### src/rtl/rrs_pkg.sv
package rrs_pkg;
  localparam int ZLOG_BITS = 2;
  typedef logic [ZLOG_BITS-1:0] zlog_t;
  typedef enum logic {RX_IDLE, RX_RUN} rx_state_t;
endpackage

### src/rtl/rrs_rate_ctrl.sv
module rrs_rate_ctrl
  import rrs_pkg::*;
#(
  parameter int ZLOG_MAX = 3,
  parameter int DEF_ZLOG = 1
) (
  input  logic  clk,
  input  logic  rst,
  input  logic  cal_active,
  input  zlog_t cfg_zlog,
  input  logic  err_det,
  output zlog_t word_zlog,
  output logic  err_accept
);
  localparam zlog_t MAX_Z = zlog_t'(ZLOG_MAX);

  logic  cal_q;
  zlog_t target_q;
  logic  cal_rise;
  zlog_t cfg_c;
  zlog_t base;

  // new window: take configured value, clipped to the supported maximum
  assign cal_rise   = cal_active & ~cal_q;
  assign cfg_c      = (cfg_zlog > MAX_Z) ? MAX_Z : cfg_zlog;
  assign base       = cal_rise ? cfg_c : target_q;
  assign word_zlog  = cal_active ? base : '0;
  assign err_accept = err_det & cal_active;

  always_ff @(posedge clk) begin
    if (rst) begin
      cal_q    <= 1'b0;
      target_q <= zlog_t'(DEF_ZLOG);
    end else begin
      cal_q <= cal_active;
      if (err_accept)
        target_q <= (base == MAX_Z) ? MAX_Z : base + zlog_t'(1);
      else if (cal_rise)
        target_q <= cfg_c;
    end
  end
endmodule

### src/rtl/rrs_repeater_tx.sv
module rrs_repeater_tx
  import rrs_pkg::*;
#(
  parameter int DATA_W   = 8,
  parameter int ZLOG_MAX = 3
) (
  input  logic              clk,
  input  logic              rst,
  input  logic [DATA_W-1:0] tx_data,
  input  logic              tx_valid,
  input  zlog_t             word_zlog,
  input  logic              retry_req,
  output logic              tx_ready,
  output logic              line_out,
  output logic              frame,
  output logic              busy,
  output zlog_t             zlog_out
);
  localparam int UI_W  = (ZLOG_MAX > 0) ? ZLOG_MAX : 1;
  localparam int BIT_W = (DATA_W > 1) ? $clog2(DATA_W) : 1;
  localparam logic [BIT_W-1:0] LAST_BIT = BIT_W'(DATA_W - 1);

  logic [DATA_W-1:0] hold_q;
  logic [DATA_W-1:0] shreg_q;
  logic [UI_W-1:0]   ui_q;
  logic [BIT_W-1:0]  bit_q;
  logic              retry_q;
  logic              load;
  logic [DATA_W-1:0] word;
  logic [UI_W-1:0]   ui_last;

  assign load     = ~busy & (retry_q | tx_valid);
  assign word     = retry_q ? hold_q : tx_data;
  assign ui_last  = UI_W'((32'd1 << zlog_out) - 32'd1);
  assign tx_ready = ~busy & ~retry_q;
  assign line_out = shreg_q[0];

  always_ff @(posedge clk) begin
    if (rst) begin
      busy     <= 1'b0;
      frame    <= 1'b0;
      retry_q  <= 1'b0;
      hold_q   <= '0;
      shreg_q  <= '0;
      ui_q     <= '0;
      bit_q    <= '0;
      zlog_out <= '0;
    end else begin
      // a fresh error wins over a resend that loads in the same cycle
      if (retry_req)
        retry_q <= 1'b1;
      else if (load)
        retry_q <= 1'b0;

      if (load) begin
        busy     <= 1'b1;
        frame    <= 1'b1;
        hold_q   <= word;
        shreg_q  <= word;
        ui_q     <= '0;
        bit_q    <= '0;
        zlog_out <= word_zlog;
      end else begin
        frame <= 1'b0;
        if (busy) begin
          if (ui_q == ui_last) begin
            ui_q    <= '0;
            shreg_q <= shreg_q >> 1;
            if (bit_q == LAST_BIT)
              busy <= 1'b0;
            else
              bit_q <= bit_q + BIT_W'(1);
          end else begin
            ui_q <= ui_q + UI_W'(1);
          end
        end
      end
    end
  end
endmodule

### src/rtl/rrs_sampler_rx.sv
module rrs_sampler_rx
  import rrs_pkg::*;
#(
  parameter int DATA_W   = 8,
  parameter int ZLOG_MAX = 3
) (
  input  logic              clk,
  input  logic              rst,
  input  logic              line_in,
  input  logic              frame,
  input  zlog_t             zlog_in,
  output logic [DATA_W-1:0] rx_data,
  output logic              rx_valid
);
  localparam int UI_W  = (ZLOG_MAX > 0) ? ZLOG_MAX : 1;
  localparam int BIT_W = (DATA_W > 1) ? $clog2(DATA_W) : 1;
  localparam logic [BIT_W-1:0] LAST_BIT = BIT_W'(DATA_W - 1);

  rx_state_t         state_q;
  zlog_t             z_q;
  logic [UI_W-1:0]   ui_q;
  logic [BIT_W-1:0]  bit_q;
  logic [DATA_W-1:0] shreg_q;

  zlog_t             cur_z;
  logic [UI_W-1:0]   cur_ui;
  logic [BIT_W-1:0]  cur_bit;
  logic              run;
  logic [UI_W-1:0]   samp_idx;
  logic [UI_W-1:0]   ui_last;
  logic              take;
  logic              bit_end;
  logic              word_end;
  logic [DATA_W-1:0] shreg_n;

  // the frame indicator restarts counting on the interval it marks
  always_comb begin
    cur_z    = frame ? zlog_in : z_q;
    cur_ui   = frame ? '0 : ui_q;
    cur_bit  = frame ? '0 : bit_q;
    run      = frame | (state_q == RX_RUN);
    samp_idx = (cur_z == '0) ? '0 : UI_W'(32'd1 << (cur_z - zlog_t'(1)));
    ui_last  = UI_W'((32'd1 << cur_z) - 32'd1);
    take     = run & (cur_ui == samp_idx);
    bit_end  = run & (cur_ui == ui_last);
    word_end = bit_end & (cur_bit == LAST_BIT);
    shreg_n  = take ? {line_in, shreg_q[DATA_W-1:1]} : shreg_q;
  end

  always_ff @(posedge clk) begin
    if (rst) begin
      state_q  <= RX_IDLE;
      z_q      <= '0;
      ui_q     <= '0;
      bit_q    <= '0;
      shreg_q  <= '0;
      rx_data  <= '0;
      rx_valid <= 1'b0;
    end else begin
      rx_valid <= word_end;
      shreg_q  <= shreg_n;
      z_q      <= cur_z;
      if (word_end)
        rx_data <= shreg_n;
      if (run) begin
        state_q <= word_end ? RX_IDLE : RX_RUN;
        if (bit_end) begin
          ui_q  <= '0;
          bit_q <= cur_bit + BIT_W'(1);
        end else begin
          ui_q  <= cur_ui + UI_W'(1);
          bit_q <= cur_bit;
        end
      end
    end
  end
endmodule

### src/rtl/rep_rate_sampler.sv
module rep_rate_sampler
  import rrs_pkg::*;
#(
  parameter int DATA_W   = 8,
  parameter int ZLOG_MAX = 3,
  parameter int DEF_ZLOG = 1
) (
  input  logic              clk,
  input  logic              rst,
  input  logic              cal_active,
  input  logic [1:0]        cfg_zlog,
  input  logic              err_det,
  input  logic [DATA_W-1:0] tx_data,
  input  logic              tx_valid,
  output logic              tx_ready,
  output logic              line_out,
  output logic              tx_frame,
  input  logic              line_in,
  input  logic              rx_frame,
  output logic [DATA_W-1:0] rx_data,
  output logic              rx_valid,
  output logic [1:0]        zlog_out
);
  zlog_t word_zlog;
  logic  err_accept;
  logic  tx_busy;

  rrs_rate_ctrl #(.ZLOG_MAX(ZLOG_MAX), .DEF_ZLOG(DEF_ZLOG)) u_rate (
    .clk(clk), .rst(rst), .cal_active(cal_active), .cfg_zlog(cfg_zlog),
    .err_det(err_det), .word_zlog(word_zlog), .err_accept(err_accept)
  );

  rrs_repeater_tx #(.DATA_W(DATA_W), .ZLOG_MAX(ZLOG_MAX)) u_tx (
    .clk(clk), .rst(rst), .tx_data(tx_data), .tx_valid(tx_valid),
    .word_zlog(word_zlog), .retry_req(err_accept), .tx_ready(tx_ready),
    .line_out(line_out), .frame(tx_frame), .busy(tx_busy), .zlog_out(zlog_out)
  );

  rrs_sampler_rx #(.DATA_W(DATA_W), .ZLOG_MAX(ZLOG_MAX)) u_rx (
    .clk(clk), .rst(rst), .line_in(line_in), .frame(rx_frame),
    .zlog_in(zlog_out), .rx_data(rx_data), .rx_valid(rx_valid)
  );
endmodule

### config.mk
export PLATFORM = sky130hd
export DESIGN_NAME = rep_rate_sampler
export DESIGN_NICKNAME = d
export VERILOG_FILES = /design/src/rtl/rrs_pkg.sv /design/src/rtl/rrs_rate_ctrl.sv /design/src/rtl/rrs_repeater_tx.sv /design/src/rtl/rrs_sampler_rx.sv /design/src/rtl/rep_rate_sampler.sv
export SDC_FILE = /design/constraint.sdc
export NUM_CORES = 1
export LEC_CHECK = 0
export ABC_AREA = 1
export BUFFER_PORTS_ARGS = -buffer_cell sky130_fd_sc_hd__buf_4
export CORE_ASPECT_RATIO = 1.2
export CORE_MARGIN = 2
export CORE_UTILIZATION = 60
export CTS_CLUSTER_DIAMETER = 80
export CTS_CLUSTER_SIZE = 30
export DETAILED_ROUTE_END_ITERATION = 10
export PLACE_DENSITY = 0.82
export SYNTH_ARGS = -nofsm -noshare
export SYNTH_HDL_FRONTEND = slang
export SYNTH_HIERARCHICAL = 1
export SYNTH_SLANG_ARGS = --single-unit
### constraint.sdc
create_clock -name clk -period 4.8 [get_ports clk]
set_input_delay 1.44 -clock clk [delete_from_list [all_inputs] [get_ports clk]]
set_output_delay 1.44 -clock clk [all_outputs]
set_load 0.005 [all_outputs]
Yosys cells after proc, flatten, opt, wreduce, memory -nomap -nowiden. Cells that the tools add are included. Widths: inputs -> output; s select.

Flip-flop bits (word level): 56. Input port bits: 17. Output and inout bits: 14. Logic and storage cells: 80.

$add $sub $neg: 8. Order comparisons: 1. Equality and inequality tests: 6. Shifts and indexed selects: 3. Muxes and demuxes: 25. Bitwise gates (word level): 13. Reductions and logical operators: 7.

Operators with widths (number): $mux 8 (5); $mux 3 (6); $add 3x1->3 const B (4); $mux 2 (6); $eq 3x3->1 (3); $shl 1x2->3 const A (3); $mux 1 (8); $and 1x1->1 (7); $eq 3x3->1 const B (2); $reduce_bool 2->1 (3); $sub 3x1->3 const B (2); $not 1->1 (4); $reduce_and 3->1 (1); $add 2x1->2 const B (1); $eq 2x2->1 const B (1); $gt 2x2->1 const B (1); $logic_not 2->1 (1); $or 1x1->1 (2); $reduce_and 2->1 (1); $reduce_or 2->1 (1); $sub 2x1->2 const B (1).

Logic depth before layout (Yosys ltp). Gate-level depths: netlist (run 1).

Depth after elaboration: 7. Gate-level depth with buffers: 13. Depth with buffers taken out: 12.

Hierarchy. The synthesis (run 1) kept the hierarchy.

Modules (own cells, without submodules): rrs_sampler_rx (instances 1, cells each 171, area each 1282.5 µm², seq. area each 520.5 µm²); rrs_repeater_tx (instances 1, cells each 180, area each 1275.0 µm², seq. area each 540.5 µm²); rrs_rate_ctrl (instances 1, cells each 26, area each 163.9 µm², seq. area each 60.1 µm²).

Least setup slack after synthesis (run 1). Ideal clock, no wire load.

Path type: input to register. Start point: input rx_frame. End point: register u_rx.rx_data[0]. Setup time: 0.059 ns. Arrival: 2.518 ns. Data required time: 4.741 ns. Slack: 2.223 ns. Cell stages on the path: 10. Path buffers: 1. Cell sequence: buf_6 inv_8 nand2_1 inv_1 ha_1 ha_1 nand4_4 nor2_8 nand2_1 nand2_1.

Word-level cells in the longest chain between the ends: 7. Elaborated cells between the ends (all ways): 17. Those cells by class: 2 x add/sub; 3 x eq/ne; 2 x shift; 5 x mux; 4 x bitwise; 1 x reduce/logical.

RTL lines: start: declaration (RTL line rep_rate_sampler.sv:19) `input logic rx_frame,`; $mux 2 (RTL line rrs_sampler_rx.sv:38) `cur_z = frame ? zlog_in : z_q;`; $sub 2x1->2 (RTL line rrs_sampler_rx.sv:42) `samp_idx = (cur_z == '0) ? '0 : UI_W'(32'd1 << (cur_z - zlog_t'(1)));`; $shl 1x2->3 (RTL line rrs_sampler_rx.sv:42); $mux 3 (RTL line rrs_sampler_rx.sv:42); $eq 3x3->1 (RTL line rrs_sampler_rx.sv:44) `take = run & (cur_ui == samp_idx);`; $and 1x1->1 (RTL line rrs_sampler_rx.sv:44); $mux 8 (RTL line rrs_sampler_rx.sv:47) `shreg_n = take ? {line_in, shreg_q[DATA_W-1:1]} : shreg_q;`; end signal: assignment (RTL line rrs_sampler_rx.sv:64) `rx_data <= shreg_n;`; end: declaration (RTL line rrs_sampler_rx.sv:12) `output logic [DATA_W-1:0] rx_data,`.

Parallel ways exist; a longest one is shown, timed or not. A chain may end at the register's enable or synchronous reset.

Final worst setup path (run 1).
Start point: input rx_frame. End point: register u_rx.rx_data[1].

Same word-level chain as after synthesis.

==> impl_metrics.py, run 1 <==
metrics = {
    "min_path": {
        "timing.hold.worst.class": "reg -> reg",
        "min_to": "u_tx/hold_q[4]",
        "worst_hold_path.num_cells": 2,
        "worstHoldStart": "u_tx/hold_q[4]",
    },
    "grt": {
        "antenna_found_initial": 0,
        "overflow": 0,
        "grt_pass1_wl_um": 9135,
        "grt_pass1_vias": 2226,
        "largest_net_degree_at_the_start_of_global_routing": 30,
        "grtUsageTotal_pct": 22.57,
    },
    "cts": {
        "hold_buf_cts": 0,
        "root_buffer": "sky130_fd_sc_hd__clkbuf_8",
        "cts_buffers": 5,
        "htree_num_levels": 2,
        "clk_pin_slew_worst_paths_ns": 0.09,
        "post_cts_resize_count": 0,
        "cts_sinks": 56,
        "cts_buffer_depth": 2,
        "clock_insertion_delay_worst_skew_ns": 0.30,
        "postCtsSetupBuffers": 0,
        "tritoncts": "yes",
    },
    "route": {
        "antenna_left": 0,
        "avgRoutedWirePerCell_um": 11.35,
        "drt_pre_antenna_iters": 4,
        "vias_per_cell": 5.167,
        "wirelength_um": 5231,
        "detailroute.via_count": 2382,
        "drt_first_iter_violations": 78,
        "route.detailed.drc": 0,
    },
    "power_and_ir_drop": {
        "ir_worst_vdd_uv": 198.3,
        "leakage_power_of_the_design_uw": 0.001481,
        "power.density_cell_area_nw_per_um2": 298.9,
    },
    "timing": {
        "final-setup-viol-count": 0,
        "max_freq_mhz": 396.7,
        "report.final.hold_viol_count": 0,
        "maxSlewHeadroom_pct": 68.71,
        "portion_of_the_clock_cycle_consumed_by_the_worst_path_in_the_final_layout_pct": 52.52,
        "final_critical_path_setup_slack_ns": 2.279,
        "worst_max_slew_pin_slew_ns": 0.4682,
        "final-max-slew-violation-count": 0,
        "fin_tns_setup_ns": 0,
        "final_period_minus_worst_setup_slack_ns": 2.521,
        "grt_setup_unrepaired": "false",
        "worst_clock_skew_ns": 0.005682,
    },
    "job": {
        "drv.max_cap_violation_count": 0,
    },
    "setup_path": {
        "timing_worst_setup_path_type": "in -> reg",
        "critPathLaunchType": "primary input",
        "worst-endpoint-required_ns": 5.05,
        "path_cells": "buf_4 -> inv_8 -> nand2_1 -> inv_1 -> ha_1 -> ha_1 -> nand4_4 -> nor2_8 -> nand2_1 -> nand2_1",
        "wp_data_arrival_ns": 2.77,
        "r2r.worst_path.cells": 11,
        "worst_setup_path_end_kind": "flop",
        "crit_slowest_cell": "sky130_fd_sc_hd__nand4_4",
        "slowest_delay_ns": 0.24,
        "regToRegSetupSlack_ns": 3.15,
        "regToRegStartpoint": "u_tx/zlog_out[0]",
        "critical_path.reg2reg.endpoint": "u_rx/rx_data[3]",
        "worst_path_max_fanout": 10,
        "critical_path.most_common_cell": "sky130_fd_sc_hd__nand2_1",
    },
    "logic_synthesis": {
        "syn_avg_cell_area_um2": 7.218,
        "netlist-cell-type-count": 31,
        "synth_seq_cells": 56,
        "synth_seq_area_share_pct": 41.20,
        "synth_warnings": 6,
        "synthesis.area_um2": 2721,
        "postSynthNetCount": 400,
        "synth_instances": 377,
    },
    "layout": {
        "synthToLayoutAreaGrowth_pct": 11.31,
        "post-route-cell-area_um2": 3029,
        "nets": 428,
        "antennaDiodeCount": 0,
        "layout_common_cells": "sky130_fd_sc_hd__nand2_1 (119), sky130_fd_sc_hd__dfxtp_1 (56), sky130_fd_sc_hd__inv_1 (44)",
        "proportion_of_layout_cells_with_a_drive_suffix_above_1_pct": 18.27,
        "final_cells": 461,
        "layout.cells.most_common": "sky130_fd_sc_hd__nand2_1",
    },
    "floorplan": {
        "core_um2": 4327,
        "dieArea_um2": 5093,
        "boundaryPins": 31,
        "rows": 26,
        "dieHeight_um": 77.78,
        "effective_utilization_at_floorplan_pct": 62.90,
        "chipWidth_um": 65.48,
    },
    "place": {
        "dp_hpwl_um": 3869,
        "placedCellCount": 454,
        "placed_area_um2": 2952,
        "buffer_ports.inserted": 30,
        "pre_cts_ws_ns": 1.968,
        "gp_congestion": 0.8442,
    },
    "status": {
        "status": "completed",
    },
}
## synth_stat cells (all sizes together)
cell type | count | area [um2]
nand2 | 134 | 555.5
xor2 | 2 | 17.52
clkinv | 1 | 3.750
nand4 | 6 | 52.55
ha | 6 | 75.07
dfxtp | 56 | 1121
nand3 | 31 | 160.1
a31oi | 1 | 6.260
buf | 6 | 53.79
o21ai | 22 | 117.6
clkbuf | 3 | 11.26
or2 | 1 | 8.760
o22ai | 7 | 43.79
a21oi | 23 | 130.1
inv | 47 | 186.4
nor2 | 31 | 177.7
## power breakdown
| part | internal [uW] | total (uW) | switching, uW | leakage (uW) |
|---|---|---|---|---|
| Clock | 99.7 | 241 | 141 | 0.0000410 |
| Combinational | 57.2 | 161 | 104 | 0.000982 |
| Sequential | 489 | 503 | 13.8 | 0.000458 |
## kinds of logic (layout without fill, tap and decap cells)
group           after synthesis  in the layout  synth area share, %
flops                        56             56                41.20
simple gates                203            203                35.08
fa+ha+maj                     6              6                2.759
compound gates               53             53                10.94
xor+xnor                      2              2               0.6438
buf+inv                      57             85                9.379
## critical path: cells and delay by family
family | cells | cell delay, ns
fa+ha+maj | 2 | 0.33
simple gates | 5 | 0.67
buf+inv | 3 | 0.32
## routing by layer
metal	track usage, %	vias to the layer above	part of all wire [%]
met1	25.34	1087	44
met3	4.783	6	2.9
met5	0	-	0
li1	-	1251	-
met2	41.12	38	52
met4	8.125	0	1.2
## per-stage QoR
| step | power, uW | utilization, % | hold WS, ns |
|---|---|---|---|
| floorplan | 638.1 | - | 0.4407 |
| global placement | 670.9 | 68.22 | 0.4498 |
| detailed placement | 675.1 | 68.22 | 0.4587 |
| CTS | 913.0 | 70.01 | 0.4746 |
| global route | 960.1 | 70.01 | 0.4946 |
| finish | 905.3 | 70.01 | 0.4738 |
## flip-flops by register name, indices dropped and copies added (netlist names), 3 cells and up
signal / count
u_rx/bit_q: 3
u_tx/bit_q: 3
u_tx/hold_q: 8
u_rx/shreg_q: 8
u_tx/shreg_q: 8
u_rx/ui_q: 3
u_rx/rx_data: 8
u_tx/ui_q: 3
## worst max path at each step
stage                        start                to  slack [ns]
final                     rx_frame   u_rx/rx_data[1]        2.28
after floorplan           rx_frame   u_rx/rx_data[0]        2.22
after detailed placement  rx_frame   u_rx/rx_data[5]        1.97
after global routing           rst  u_tx/zlog_out[1]        2.15
after global placement    rx_frame   u_rx/rx_data[1]        1.99
after CTS                 rx_frame   u_rx/rx_data[5]        2.28
## cell type report
cell class | instances | area (um2)
Clock buffer | 6 | 72.57
Clock inverter | 1 | 5.005
Fill cell | 383 | 1297
Inverter | 48 | 190.2
Multi-Input combinational cell | 264 | 1345
Sequential cell | 56 | 1121
Tap cell | 56 | 70.07
Timing Repair Buffer | 30 | 225.2
Power figures use the tool's default switching activity.
==> run 2: changes to the inputs <==
--- a/config.mk
+++ b/config.mk
@@ -9,11 +9,11 @@
 export BUFFER_PORTS_ARGS = -buffer_cell sky130_fd_sc_hd__buf_4
 export CORE_ASPECT_RATIO = 1.2
 export CORE_MARGIN = 2
-export CORE_UTILIZATION = 60
+export CORE_UTILIZATION = 52
 export CTS_CLUSTER_DIAMETER = 80
 export CTS_CLUSTER_SIZE = 30
 export DETAILED_ROUTE_END_ITERATION = 10
-export PLACE_DENSITY = 0.82
+export PLACE_DENSITY = 0.75
 export SYNTH_ARGS = -nofsm -noshare
 export SYNTH_HDL_FRONTEND = slang
 export SYNTH_HIERARCHICAL = 1
==> constraint.sdc (replaced) <==
create_clock -name clk -period 2.2 [get_ports clk]
set_input_delay 0.66 -clock clk [delete_from_list [all_inputs] [get_ports clk]]
set_output_delay 0.66 -clock clk [all_outputs]
set_load 0.005 [all_outputs]
==> run 2 against run 1 <==
Against the previous run: clock power rose by 140%; worst hold slack worse by 0.00079 ns; sequential share of layout area down 0.42 points; clock skew grew 0.0018 ns; sequential cell count unchanged; sequential power is 120% higher.
==> impl_metrics.py, run 2 (synthesized netlist as in run 1, its figures left out) <==
metrics = {
    "route": {
        "avgRoutedWirePerCell_um": 11.37,
        "route.detailed.drc": 0,
        "wirelength_um": 5319,
        "drt_pre_antenna_iters": 4,
        "vias_per_cell": 5.126,
        "detailroute.via_count": 2399,
        "antenna_left": 0,
        "drt_first_iter_violations": 115,
    },
    "floorplan": {
        "chipWidth_um": 70.04,
        "boundaryPins": 31,
        "rows": 28,
        "dieHeight_um": 83.25,
        "core_um2": 4975,
        "dieArea_um2": 5830,
        "effective_utilization_at_floorplan_pct": 54.70,
    },
    "setup_path": {
        "timing_worst_setup_path_type": "in -> reg",
        "critPathLaunchType": "primary input",
        "wp_data_arrival_ns": 1.99,
        "worst_setup_path_end_kind": "flop",
        "worst_path_max_fanout": 10,
        "worst-endpoint-required_ns": 2.46,
    },
    "layout": {
        "footprint_of_the_flip_flops_and_latches_um2": 1121,
        "layout_common_cells": "sky130_fd_sc_hd__nand2_1 (119), sky130_fd_sc_hd__dfxtp_1 (56), sky130_fd_sc_hd__inv_1 (44)",
        "post-route-cell-area_um2": 3064,
        "nets": 430,
        "final.fill_count": 492,
        "synthToLayoutAreaGrowth_pct": 12.60,
        "proportion_of_layout_cells_with_a_drive_suffix_above_1_pct": 19.12,
        "multi_input_comb_area_um2": 1345,
        "layout.cells.most_common": "sky130_fd_sc_hd__nand2_1",
        "antennaDiodeCount": 0,
    },
    "cts": {
        "root_buffer": "sky130_fd_sc_hd__clkbuf_8",
        "cts_buffer_depth": 2,
        "tritoncts": "yes",
        "clock_insertion_delay_worst_skew_ns": 0.31,
        "cts_sinks": 56,
        "clk_pin_slew_worst_paths_ns": 0.11,
        "cts_buffers": 5,
        "postCtsSetupBuffers": 0,
        "hold_buf_cts": 0,
        "post_cts_resize_count": 0,
        "htree_num_levels": 2,
    },
    "grt": {
        "grtUsageTotal_pct": 18.87,
        "antenna_found_initial": 0,
        "grt_pass1_wl_um": 9101,
        "largest_net_degree_at_the_start_of_global_routing": 19,
        "overflow": 0,
        "grt_pass1_vias": 2154,
    },
    "min_path": {
        "timing.hold.worst.class": "reg -> reg",
    },
    "place": {
        "gp_congestion": 0.8350,
        "dp_hpwl_um": 3908,
        "buffer_ports.inserted": 30,
        "pre_cts_ws_ns": 0.1348,
        "placed_area_um2": 2972,
    },
    "power_and_ir_drop": {
        "ir_worst_vdd_uv": 359.3,
        "leakage_power_of_the_design_uw": 0.001490,
        "design_power_total_uw": 2025,
        "power.density_cell_area_nw_per_um2": 660.8,
    },
    "timing": {
        "report.final.hold_viol_count": 0,
        "final-max-slew-violation-count": 0,
        "grt_setup_unrepaired": "false",
        "max_freq_mhz": 578.3,
        "fin_tns_setup_ns": 0,
        "portion_of_the_clock_cycle_consumed_by_the_worst_path_in_the_final_layout_pct": 78.61,
        "final_critical_path_setup_slack_ns": 0.4707,
        "maxSlewHeadroom_pct": 70.29,
        "final-setup-viol-count": 0,
        "worst_clock_skew_ns": 0.007446,
        "worst_max_slew_pin_slew_ns": 0.4446,
        "final_period_minus_worst_setup_slack_ns": 1.729,
    },
    "status": {
        "status": "completed",
    },
    "job": {
        "drv.max_cap_violation_count": 0,
    },
}
[run 2: cell count changes in the layout (fill, tap and decap cells not counted)]
| cell | previous run | this run |
|---|---|---|
| sky130_fd_sc_hd__clkbuf_1 | 1 | 0 |
| sky130_fd_sc_hd__clkinvlp_4 | 0 | 2 |
| sky130_fd_sc_hd__clkinv_2 | 1 | 0 |
| sky130_fd_sc_hd__buf_4 | 30 | 32 |
| sky130_fd_sc_hd__clkinv_4 | 0 | 1 |
[run 2: worst paths after layout]
path                         start  slack [ns]  cells past startpoint               to
setup / recovery          rx_frame        0.47                     10  u_rx/rx_data[6]
hold / removal       u_tx/bit_q[1]        0.47                      2    u_tx/bit_q[1]
setup reg to reg  u_tx/zlog_out[0]        0.58                     11  u_rx/rx_data[3]
hold reg to reg      u_tx/bit_q[1]        0.47                      2    u_tx/bit_q[1]
[run 2: stage by stage]
stage / utilization, % / std cells / hold WS, ns
5_1_grt: 61.59 / 468 / 0.4988
4_1_cts: 61.59 / 468 / 0.4778
6_report: 61.59 / 468 / 0.4730
2_1_floorplan: - / 377 / 0.4407
3_3_place_gp: 59.73 / 460 / 0.4503
3_5_place_dp: 59.73 / 460 / 0.4617
[run 2: layer usage]
metal	part of all wire, %	vias to the layer above	global-route usage, %
met5	0	-	0
met4	1.7	0	5.944
met3	3.0	9	3.398
met2	50	35	34.81
met1	46	1092	21.73
li1	-	1263	-
[run 2: area by class of cell]
type / instances / share of cell area (%)
clock inverter: 3 / 0.7758
inverter: 48 / 6.207
timing repair buffer: 32 / 7.840
clock buffer: 5 / 2.246
multi-input combinational: 264 / 43.90
sequential: 56 / 36.59
tap: 60 / 2.450
[run 2: worst max-delay path, cell delays in order]
cell and delay, ns:
sky130_fd_sc_hd__buf_4 0.15, sky130_fd_sc_hd__inv_8 0.08, sky130_fd_sc_hd__nand2_1 0.09, sky130_fd_sc_hd__inv_1 0.07
sky130_fd_sc_hd__ha_1 0.14, sky130_fd_sc_hd__ha_1 0.19, sky130_fd_sc_hd__nand4_4 0.23, sky130_fd_sc_hd__nor2_8 0.22
sky130_fd_sc_hd__nand2_1 0.09, sky130_fd_sc_hd__nand2_1 0.06
[run 2: where the power goes]
| group | internal (uW) | total (uW) | switching [uW] |
|---|---|---|---|
| clock | 226 | 572 | 346 |
| combinational | 128 | 354 | 226 |
| sequential | 1070 | 1100 | 31.3 |
| total | 1420 | 2020 | 603 |
